--- src/rtl/irqc_pkg.sv ---
package irqc_pkg;
  typedef enum logic [1:0] {
    ADDR_STATUS = 2'd0,
    ADDR_FLAG   = 2'd1,
    ADDR_MASK   = 2'd2,
    ADDR_FIELD  = 2'd3
  } irqc_addr_e;

  function automatic int unsigned max_u(input int unsigned a, input int unsigned b);
    return (a > b) ? a : b;
  endfunction
endpackage

--- src/rtl/irqc_event_detect.sv ---
module irqc_event_detect #(
  parameter int NUM_LEVEL = 8,
  parameter int NUM_FIELD = 2,
  parameter int FIELD_W   = 3,
  localparam int NSRC     = NUM_LEVEL + NUM_FIELD,
  localparam int FVW      = NUM_FIELD * FIELD_W
) (
  input  logic                 clk,
  input  logic                 rst,
  input  logic [NUM_LEVEL-1:0] lvl_i,
  input  logic [FVW-1:0]       fld_i,
  output logic [NSRC-1:0]      evt_o
);
  logic [NUM_LEVEL-1:0] lvl_prev_q;
  logic [FVW-1:0]       fld_prev_q;

  always_ff @(posedge clk) begin
    if (rst) begin
      lvl_prev_q <= '0;
      fld_prev_q <= '0;
    end else begin
      lvl_prev_q <= lvl_i;
      fld_prev_q <= fld_i;
    end
  end

  // Level sources: rising edge only
  assign evt_o[NUM_LEVEL-1:0] = lvl_i & ~lvl_prev_q;

  // Field sources: any change of value
  for (genvar k = 0; k < NUM_FIELD; k++) begin : g_field
    assign evt_o[NUM_LEVEL+k] =
      (fld_i[k*FIELD_W +: FIELD_W] != fld_prev_q[k*FIELD_W +: FIELD_W]);
  end
endmodule

--- src/rtl/irqc_flag_bank.sv ---
module irqc_flag_bank #(
  parameter int NSRC = 10
) (
  input  logic            clk,
  input  logic            rst,
  input  logic [NSRC-1:0] evt_i,
  input  logic            clr_i,
  output logic [NSRC-1:0] flag_o
);
  logic [NSRC-1:0] flag_q;

  for (genvar i = 0; i < NSRC; i++) begin : g_flag
    always_ff @(posedge clk) begin
      if (rst) begin
        flag_q[i] <= 1'b0;
      end else if (evt_i[i]) begin
        flag_q[i] <= 1'b1;   // a new event wins over a clearing read
      end else if (clr_i) begin
        flag_q[i] <= 1'b0;
      end
    end
  end

  assign flag_o = flag_q;
endmodule

--- src/rtl/irqc_pulse_timer.sv ---
module irqc_pulse_timer #(
  parameter int PULSE_CYC = 32000,
  localparam int CNT_W    = (PULSE_CYC > 2) ? $clog2(PULSE_CYC) : 1
) (
  input  logic clk,
  input  logic rst,
  input  logic trig_i,
  output logic busy_o,
  output logic pend_o
);
  localparam logic [CNT_W-1:0] LOAD = CNT_W'(PULSE_CYC - 1);

  logic             busy_q;
  logic             pend_q;
  logic [CNT_W-1:0] cnt_q;

  always_ff @(posedge clk) begin
    if (rst) begin
      busy_q <= 1'b0;
      pend_q <= 1'b0;
      cnt_q  <= '0;
    end else begin
      pend_q <= 1'b0;
      if (!busy_q) begin
        if (trig_i || pend_q) begin
          busy_q <= 1'b1;
          cnt_q  <= LOAD;
        end
      end else if (cnt_q == '0) begin
        busy_q <= 1'b0;
        pend_q <= trig_i;   // last-cycle event: one idle cycle, then a new pulse
      end else begin
        cnt_q <= cnt_q - 1'b1;
      end
    end
  end

  assign busy_o = busy_q;
  assign pend_o = pend_q;
endmodule

--- src/rtl/irqc_top.sv ---
module irqc_top
  import irqc_pkg::*;
#(
  parameter int NUM_LEVEL = 8,
  parameter int NUM_FIELD = 2,
  parameter int FIELD_W   = 3,
  parameter int PULSE_CYC = 32000,
  localparam int NSRC     = NUM_LEVEL + NUM_FIELD,
  localparam int FVW      = NUM_FIELD * FIELD_W,
  localparam int RD_W     = int'(max_u(NSRC, FVW))
) (
  input  logic                 clk,
  input  logic                 rst,
  input  logic [NUM_LEVEL-1:0] lvl_stat_i,
  input  logic [FVW-1:0]       fld_val_i,
  input  logic [1:0]           reg_addr_i,
  input  logic                 reg_re_i,
  input  logic                 reg_we_i,
  input  logic [NSRC-1:0]      reg_wdata_i,
  output logic [RD_W-1:0]      reg_rdata_o,
  output logic                 irq_n_o
);
  logic [NSRC-1:0] evt;
  logic [NSRC-1:0] flag;
  logic [NSRC-1:0] mask_q;
  logic [RD_W-1:0] rdata_q;
  logic [RD_W-1:0] rd_d;
  logic            flag_rd;
  logic            trig;
  logic            busy;
  logic            pend;
  irqc_addr_e      addr;

  assign addr    = irqc_addr_e'(reg_addr_i);
  assign flag_rd = reg_re_i && (addr == ADDR_FLAG);
  assign trig    = |(evt & ~mask_q);

  irqc_event_detect #(
    .NUM_LEVEL (NUM_LEVEL),
    .NUM_FIELD (NUM_FIELD),
    .FIELD_W   (FIELD_W)
  ) u_detect (
    .clk   (clk),
    .rst   (rst),
    .lvl_i (lvl_stat_i),
    .fld_i (fld_val_i),
    .evt_o (evt)
  );

  irqc_flag_bank #(.NSRC(NSRC)) u_flags (
    .clk    (clk),
    .rst    (rst),
    .evt_i  (evt),
    .clr_i  (flag_rd),
    .flag_o (flag)
  );

  irqc_pulse_timer #(.PULSE_CYC(PULSE_CYC)) u_timer (
    .clk    (clk),
    .rst    (rst),
    .trig_i (trig),
    .busy_o (busy),
    .pend_o (pend)
  );

  always_ff @(posedge clk) begin
    if (rst) begin
      mask_q <= '0;
    end else if (reg_we_i && addr == ADDR_MASK) begin
      mask_q <= reg_wdata_i;
    end
  end

  always_comb begin
    rd_d = '0;
    case (addr)
      ADDR_STATUS: rd_d[NUM_LEVEL-1:0] = lvl_stat_i;
      ADDR_FLAG:   rd_d[NSRC-1:0]      = flag;
      ADDR_MASK:   rd_d[NSRC-1:0]      = mask_q;
      ADDR_FIELD:  rd_d[FVW-1:0]       = fld_val_i;
      default:     rd_d                = '0;
    endcase
  end

  always_ff @(posedge clk) begin
    if (rst) begin
      rdata_q <= '0;
    end else if (reg_re_i) begin
      rdata_q <= rd_d;
    end
  end

  assign reg_rdata_o = rdata_q;
  assign irq_n_o     = ~busy;
endmodule

--- config.mk ---
export PLATFORM = sky130hd
export DESIGN_NAME = irqc_top
export DESIGN_NICKNAME = d
export VERILOG_FILES = /design/src/rtl/irqc_pkg.sv /design/src/rtl/irqc_event_detect.sv /design/src/rtl/irqc_flag_bank.sv /design/src/rtl/irqc_pulse_timer.sv /design/src/rtl/irqc_top.sv
export SDC_FILE = /design/constraint.sdc
export NUM_CORES = 1
export LEC_CHECK = 0
export ABC_AREA = 1
export BUFFER_PORTS_ARGS = -buffer_cell sky130_fd_sc_hd__buf_2
export CAP_MARGIN = 10
export CORE_MARGIN = 10
export CORE_UTILIZATION = 50
export DETAILED_ROUTE_END_ITERATION = 10
export PLACE_DENSITY = 0.71
export SYNTH_ARGS = -nofsm -noshare
export SYNTH_HDL_FRONTEND = slang
export SYNTH_SLANG_ARGS = --single-unit
--- constraint.sdc ---
create_clock -name clk -period 2.3 [get_ports clk]
set_clock_uncertainty 0.15 [all_clocks]
set_input_delay 0.345 -clock clk [delete_from_list [all_inputs] [get_ports clk]]
set_output_delay 0.345 -clock clk [all_outputs]
set_load 0.02 [all_outputs]
==> out/qor.yml, run 1 <==
mostFrequentLayoutCells: "103 x nand2_1, 61 x dfxtp_1, 56 x inv_1, 40 x a21oi_1, 40 x buf_2"
final_common_cell: "nand2_1"
via_per_inst: 5.036
die_h_um: 96.44
cp_top_family: "simple AND/OR/NAND/NOR gates"
maxSlewHeadroom_pct: 65.33
ios: 41
clk_latency_ns: 0.34
setup_tns_ns: 0
rows: 27
worstMarginPinSlew_ns: 0.5195
io_buffers: 40
hold_path_class: "in -> reg"
max_cap_violations: 0
grt_pass1_vias: 2556
syn-cell-area_um2: 2922
grt_pass1_wl_um: 11520
drtIter0Drc: 106
dieArea_um2: 9301
path_cells: "inv_1 -> ha_1 -> inv_1 -> nor2_4 -> nand2_4 -> nor2_8 -> nand4_4 -> nand2_4 -> nor2_4 -> nand2_1 -> nand2_1"
clock_path_buffers: 2
htreeDepth: 3
final_util_pct: 61.06
ctsHoldBuffers: 0
synth_seq_area_share_pct: 41.80
area_growth_pct: 16.49
synth_cells: 413
overflow: 0
clk_pin_slew_worst_paths_ns: 0.07
core-area_um2: 5574
grt.total_usage_pct: 15.59
wire_per_inst_um: 12.76
cp-start-kind: "register"
drtPass1Iterations: 4
start_util_pct: 52.41
synth_top_area_share_pct: 41.80
worst_ep_required_time_ns: 2.38
synth_nets: 450
cpPeakStageDelay_ns: 0.34
criticalPathCategory: "reg -> reg"
outcome: "finished clean"
period_needed_ns: 1.949
cp_num_buf_inv: 2
final_hold_viol_count: 0
grt_max_degree: 30
syn_avg_cell_area_um2: 7.074
num_vias: 2674
drive_gt1_share_pct: 16.78
place_congestion: 0.8345
cts_resized: 0
ys_types: 28
max_freq_mhz: 513.2
r2r_slack_ns: 0.35
finalMaxSlewViolations: 0
synth_flop_cell: "dfxtp_1"
die-width_um: 96.44
antenna_found_initial: 0
synth_seq_cells: 61
n_antenna_cell: 0
p_per_area_nw_per_um2: 754.9
routed_wl_um: 6775
cts_tree: "yes"
postCtsSetupBuffers: 0
worstPathArrival_ns: 2.03
synth_area_leader_cell: "dfxtp_1"
hpwl_um: 5008
path_max_fanout: 15
rsz0062_at_grt: "no"
async_reset_ff_share_pct: 0
fin_crit_sh_pct: 84.73
ys_top_cells_by_area: "dfxtp_1 42%, nand2_1 13%, inv_1 7.2%, a21oi_1 6.9%, nand3_1 5.8%"
cts_root_buf: "clkbuf_8"
irDropWorstVdd_mv: 0.4212
drc: 0
crit_slowest_cell: "dfxtp_1"
cts-buffers-inserted: 9
ant_nets: 0
synth_edf_count: 0
synth_warnings: 0
final-setup-viol-count: 0
end_kind: "register"
finalNetCount: 491
numClockSinks: 61
p_leak_nw: 1.626
-- state kept, by name (all words and copies together), names as in the netlist --
| name | cells |
|---|---|
| u_timer.pend_o | 1 |
| u_detect.fld_prev_q | 6 |
| mask_q | 10 |
| u_timer.busy_o | 1 |
| reg_rdata_o | 10 |
| u_flags.flag_o | 10 |
| u_timer.cnt_q | 15 |
| u_detect.lvl_prev_q | 8 |
-- where the power goes --
part	internal [mW]	leakage, nW	switching, mW	total [mW]
Sequential	1.12	0.506	0.0436	1.17
Combinational	0.122	1.00	0.209	0.331
Clock	0.666	0.116	0.404	1.07
-- cell type report --
class | count | area [um^2]
Timing Repair Buffer | 45 | 237.7
Clock buffer | 12 | 155.1
Inverter | 58 | 217.7
Multi-Input combinational cell | 279 | 1411
Tap cell | 72 | 90.09
Clock inverter | 4 | 70.07
Sequential cell | 61 | 1221
Fill cell | 531 | 2171
-- stage by stage --
step	power (mW)	setup WS (ns)	hold slack [ns]	std cells	area [um^2]
after floorplan	1.413	0.5984	0.2900	413	2922
after global routing	2.679	0.1752	0.08775	531	3403
after global placement	1.514	0.4532	0.3006	515	3178
after detailed placement	1.520	0.3709	0.3068	515	3178
after CTS	2.590	0.3568	0.07802	531	3403
final	2.569	0.3513	0.09171	531	3403
-- cell usage after synthesis, types with 2 or more instances --
library cell / number
nand2_1: 103
dfxtp_1: 61
inv_1: 56
a21oi_1: 40
nor2_1: 35
nand3_1: 34
o21ai_0: 30
clkbuf_1: 9
ha_1: 7
a31o_2: 6
xnor2_1: 5
buf_2: 3
buf_1: 2
inv_2: 2
nand2_4: 2
nand4_4: 2
nor2_4: 2
nor3_1: 2
o211ai_1: 2
o22ai_1: 2
-- worst reg2reg max path: stages (launching register included) --
cell and delay (ns):
dfxtp_1 0.34, inv_1 0.12, ha_1 0.23, inv_1 0.09, nor2_4 0.14, nand2_4 0.09
nor2_8 0.12, nand4_4 0.13, nand2_4 0.21, nor2_4 0.10, nand2_1 0.08, nand2_1 0.04
-- cells by family (layout without fill, tap and decap cells) --
logic type      count (synthesis)  in the layout  synth area share [%]
buf+inv                        73            119                 9.893
simple gates                  185            185                 28.61
flops                          61             61                 41.80
xor+xnor                        5              5                 1.499
compound gates                 82             82                 15.20
fa+ha+maj                       7              7                 2.998
-- path summary, 6_finish.rpt --
path	startpoint	to	cells after the start
max	u_timer.cnt_q[0]	u_timer.cnt_q[10]	11
max reg2reg	u_timer.cnt_q[0]	u_timer.cnt_q[10]	11
min reg2reg	reg_rdata_o[8]	reg_rdata_o[8]	2
min	fld_val_i[5]	u_detect.fld_prev_q[5]	3
-- layer usage --
| metal | vias up | routed length [um] | part of all wire [%] | track usage, % |
|---|---|---|---|---|
| li1 | 1397 | - | - | - |
| met1 | 1210 | 3227 | 48 | 18.89 |
| met2 | 57 | 3188 | 47 | 25.78 |
| met3 | 10 | 258 | 3.8 | 3.161 |
| met4 | 0 | 102 | 1.5 | 7.627 |
| met5 | - | 0 | 0 | 0 |
No activity file was read; power rests on OpenSTA's default activity.
==> inputs of run 2 (changes only) <==
- clock period: 2.3 -> 1.8 ns (I/O delays scaled with it)
==> out/qor.yml, run 2 (synthesized netlist as in run 1, its figures left out) <==
outcome: "finished clean"
p_leak_nw: 1.748
setup_tns_ns: 0
die_h_um: 96.44
grt_use_met2_pct: 29.45
period_needed_ns: 1.773
mostFrequentLayoutCells: "102 x nand2_1, 58 x dfxtp_1, 54 x inv_1, 40 x a21oi_1, 40 x buf_2"
maxSlewHeadroom_pct: 73.05
ant_nets: 0
fin_crit_sh_pct: 98.51
grt_pass1_vias: 2759
worstMarginPinSlew_ns: 0.4012
n_antenna_cell: 0
grt.total_usage_pct: 16.98
via_per_inst: 5.116
rsz0062_at_grt: "yes"
hpwl_um: 5299
cts_root_buf: "clkbuf_8"
use_met1_pct: 19.18
clock_path_buffers: 2
criticalPathCategory: "reg -> reg"
area_growth_pct: 25.40
io_buffers: 40
num_vias: 2824
cts_tree: "yes"
drtIter0Drc: 185
wire_per_inst_um: 13.92
overflow: 0
top_register: "u_timer.cnt_q"
path_max_fanout: 8
finalMaxSlewViolations: 0
largest_reg_flops: 15
place_congestion: 0.8472
end_kind: "register"
htreeDepth: 3
core-area_um2: 5574
hold_path_class: "in -> reg"
cp-start-kind: "register"
fin_ws_ns: 0.02685
fillers: 514
antenna_found_initial: 0
irDropWorstVdd_mv: 0.6174
p_per_area_nw_per_um2: 952.1
drtPass1Iterations: 4
grt_pass1_wl_um: 12410
clk_pin_slew_worst_paths_ns: 0.07
die-width_um: 96.44
final_hold_viol_count: 0
max_cap_violations: 0
total_power_mw: 3.488
max_freq_mhz: 564.0
finalNonFillerCells: 552
drc: 0
regArea_um2: 1227
ctsHoldBuffers: 0
drive_gt1_share_pct: 23.33
pre_cts_slack_ns: -0.04388
placed_cells: 525
place_area_um2: 3253
numClockSinks: 61
multi_input_area_um2: 1495
start_util_pct: 52.41
worst_ep_required_time_ns: 1.89
busiest_layer: "met2"
worstPathArrival_ns: 1.86
grt_max_degree: 30
cts-buffers-inserted: 9
rows: 27
final-setup-viol-count: 0
ios: 41
dieArea_um2: 9301
finalNetCount: 512
routed_wl_um: 7684
final_common_cell: "nand2_1"
clk_latency_ns: 0.35
stdcell_area_um2: 3664
grt_use_met3_pct: 3.547
## run 2: cell types whose count changed in the layout (fill, tap and decap cells not counted), sizes merged
cell,change
buf,+19
clkinv,-1
nor2,+1
bufinv,+1
nand2,+1
## run 2: worst max-delay path, cell delays in order (launching register included)
cell and delay [ns]:
dfxtp_4 0.37, nor2_4 0.12, nand2_2 0.07, nor2_4 0.15, nand2_4 0.09, nor2_8 0.15, nand4_4 0.18, nand2_8 0.18
nor2_4 0.07, nand2_1 0.07, nand2_1 0.05
## run 2: worst paths after layout
check / from / endpoint / slack [ns] / cells past startpoint
max reg2reg: u_timer.cnt_q[3] / u_timer.cnt_q[2] / 0.03 / 10
min: lvl_stat_i[0] / u_detect.lvl_prev_q[0] / 0.01 / 3
max: u_timer.cnt_q[3] / u_timer.cnt_q[2] / 0.03 / 10
min reg2reg: reg_rdata_o[8] / reg_rdata_o[8] / 0.31 / 2
## run 2: per-layer routing
layer	share of wire, %	wire length, um
met1	44	3345
met2	50	3830
met3	4.6	356
met4	2.0	151
met5	0	0
## run 2: area by class of cell
type / instances / area share (%)
Tap cell: 72 / 2.459
Clock buffer: 12 / 3.962
Clock inverter: 4 / 2.596
Timing Repair Buffer: 64 / 10.72
Sequential cell: 61 / 33.50
Multi-Input combinational cell: 281 / 40.81
Inverter: 58 / 5.943
## run 2: power breakdown
group	switching, mW	internal [mW]
sequential	0.0573	1.44
clock	0.543	0.957
combinational	0.298	0.196
total	0.898	2.59
## run 2: repair_timing
action,CTS,global route
hold endpoints to repair,0,0
pin swaps,2,9
cloned,1,1
setup endpoints to repair,9,15
gates resized for setup,2,20
setup buffers,2,7
## run 2: through the flow
stage          hold slack [ns]  util, %
4_1_cts               0.002631    63.57
5_1_grt                0.01394    65.72
6_report              0.009526    65.72
3_3_place_gp            0.2984    58.36
3_5_place_dp            0.3041    58.36
2_1_floorplan           0.2150        -
==> inputs of run 3 (changes only) <==
- CTS_BUF_LIST: unset -> sky130_fd_sc_hd__clkbuf_4 sky130_fd_sc_hd__clkbuf_8
==> out/qor.yml, run 3 (synthesized netlist as in run 1, its figures left out) <==
p_per_area_nw_per_um2: 958.9
fin_crit_sh_pct: 98.03
grt_pass1_vias: 2754
holdPathEnd: "u_detect.lvl_prev_q[0]"
cts_root_buf: "clkbuf_8"
io_buffers: 40
finalMaxSlewViolations: 0
end_kind: "register"
dieArea_um2: 9301
final_common_cell: "nand2_1"
area_growth_pct: 25.65
r2r_slack_ns: 0.04
maxSlewHeadroom_pct: 73.07
clk_latency_ns: 0.34
clk_pin_slew_worst_paths_ns: 0.07
cp_common_cell: "nor2_4"
outcome: "finished clean"
hold-path-cell-count: 3
die-width_um: 96.44
placed_cells: 525
finalNetCount: 512
finalNonFillerCells: 552
ios: 41
cp-startpoint: "u_timer.cnt_q[3]"
drc: 0
max_cap_violations: 0
r2r_start: "u_timer.cnt_q[3]"
p_leak_nw: 1.755
top_register: "u_timer.cnt_q"
hold_path_class: "in -> reg"
cp_num_buf_inv: 0
path_cells: "nor2_4 -> nand2_2 -> nor2_4 -> nand2_4 -> nor2_8 -> nand4_4 -> nand2_8 -> nor2_4 -> nand2_1 -> nand2_1"
grt_pass1_wl_um: 12400
worst_ep_required_time_ns: 1.89
hpwl_um: 5299
largest_reg_flops: 15
cts-buffers-inserted: 9
via_per_inst: 5.123
ff2ff_path_depth: 10
drive_gt1_share_pct: 23.75
final-setup-viol-count: 0
path_max_fanout: 8
max_freq_mhz: 566.7
r2r-end: "u_timer.cnt_q[12]"
overflow: 0
htreeDepth: 3
antenna_found_initial: 0
irDropWorstVdd_mv: 0.6916
worstMarginPinSlew_ns: 0.4008
crit_slowest_cell: "dfxtp_4"
final_hold_viol_count: 0
drtIter0Drc: 186
drtPass1Iterations: 4
clock_path_buffers: 2
wire_per_inst_um: 13.97
cts_tree: "yes"
rows: 27
core-area_um2: 5574
num_vias: 2828
min_from: "lvl_stat_i[0]"
grt.total_usage_pct: 16.98
cp_top_family: "simple AND/OR/NAND/NOR gates"
rsz0062_at_grt: "yes"
worstPathArrival_ns: 1.85
routed_wl_um: 7709
setup_tns_ns: 0
place_congestion: 0.8472
ant_nets: 0
cpPeakStageDelay_ns: 0.37
n_antenna_cell: 0
period_needed_ns: 1.765
numClockSinks: 61
criticalPathCategory: "reg -> reg"
die_h_um: 96.44
cp-start-kind: "register"
grt_max_degree: 30
hold_slack_ns: 0.01314
mostFrequentLayoutCells: "102 x nand2_1, 58 x dfxtp_1, 54 x inv_1, 40 x a21oi_1, 40 x buf_2"
start_util_pct: 52.41
-- run 3: changes by cell type in the layout (fill, tap and decap cells not counted) --
cell / previous run / this run
clkbuf_4: 0 / 2
clkbuf_1: 2 / 0
-- run 3: routing by layer --
layer | GRT usage [%] | wire [um]
met3 | 3.547 | 301
met4 | 8.838 | 143
met2 | 29.51 | 3852
met1 | 19.13 | 3412
met5 | 0 | 0
-- run 3: layout make-up --
cell class / count / area, um^2
timing repair buffer: 64 / 392.9
clock buffer: 12 / 152.6
inverter: 58 / 217.7
tap: 72 / 90.09
multi-input combinational: 281 / 1495
sequential: 61 / 1227
fill: 515 / 1903
clock inverter: 4 / 95.09
-- run 3: tightest hold or removal path: cells and delay by family --
kind          cells  cell delay (ns)
simple gates      1             0.03
buf+inv           2             0.17
-- run 3: worst max path at each step --
| stage | to | slack, ns | depth (start not counted) |
|---|---|---|---|
| 6_report | u_timer.cnt_q[12] | 0.04 | 10 |
| 4_1_cts | u_timer.cnt_q[12] | 0.03 | 11 |
| 3_3_place_gp | u_timer.cnt_q[6] | 0.03 | 11 |
| 3_5_place_dp | u_timer.cnt_q[12] | -0.04 | 11 |
| 2_1_floorplan | u_timer.cnt_q[4] | 0.1 | 11 |
| 5_1_grt | u_timer.cnt_q[2] | -0.05 | 10 |
-- run 3: repair_timing --
item                                    in CTS  in global routing
gates cloned                                 1                  1
pin swaps                                    2                  9
setup buffers                                2                  7
endpoints found under the hold margin        0                  0
gates resized for setup                      2                 20
hold buffers                                 0                  0
endpoints found under the setup margin       9                 15
-- run 3: report_power, final --
| group | switching, mW | internal, mW |
|---|---|---|
| Combinational | 0.299 | 0.196 |
| Clock | 0.544 | 0.987 |
| Sequential | 0.0573 | 1.44 |
-- run 3: through the flow --
| stage | worst slack (ns) | power (mW) | util (%) | cell area [um^2] |
|---|---|---|---|---|
| detailed placement | -0.04388 | 1.970 | 58.36 | 3253 |
| CTS | 0.02843 | 3.495 | 63.70 | 3551 |
| global placement | 0.02989 | 1.955 | 58.36 | 3253 |
| finish | 0.03549 | 3.520 | 65.86 | 3671 |
| global route | -0.04598 | 3.661 | 65.86 | 3671 |
| floorplan | 0.09836 | 1.805 | - | 2922 |
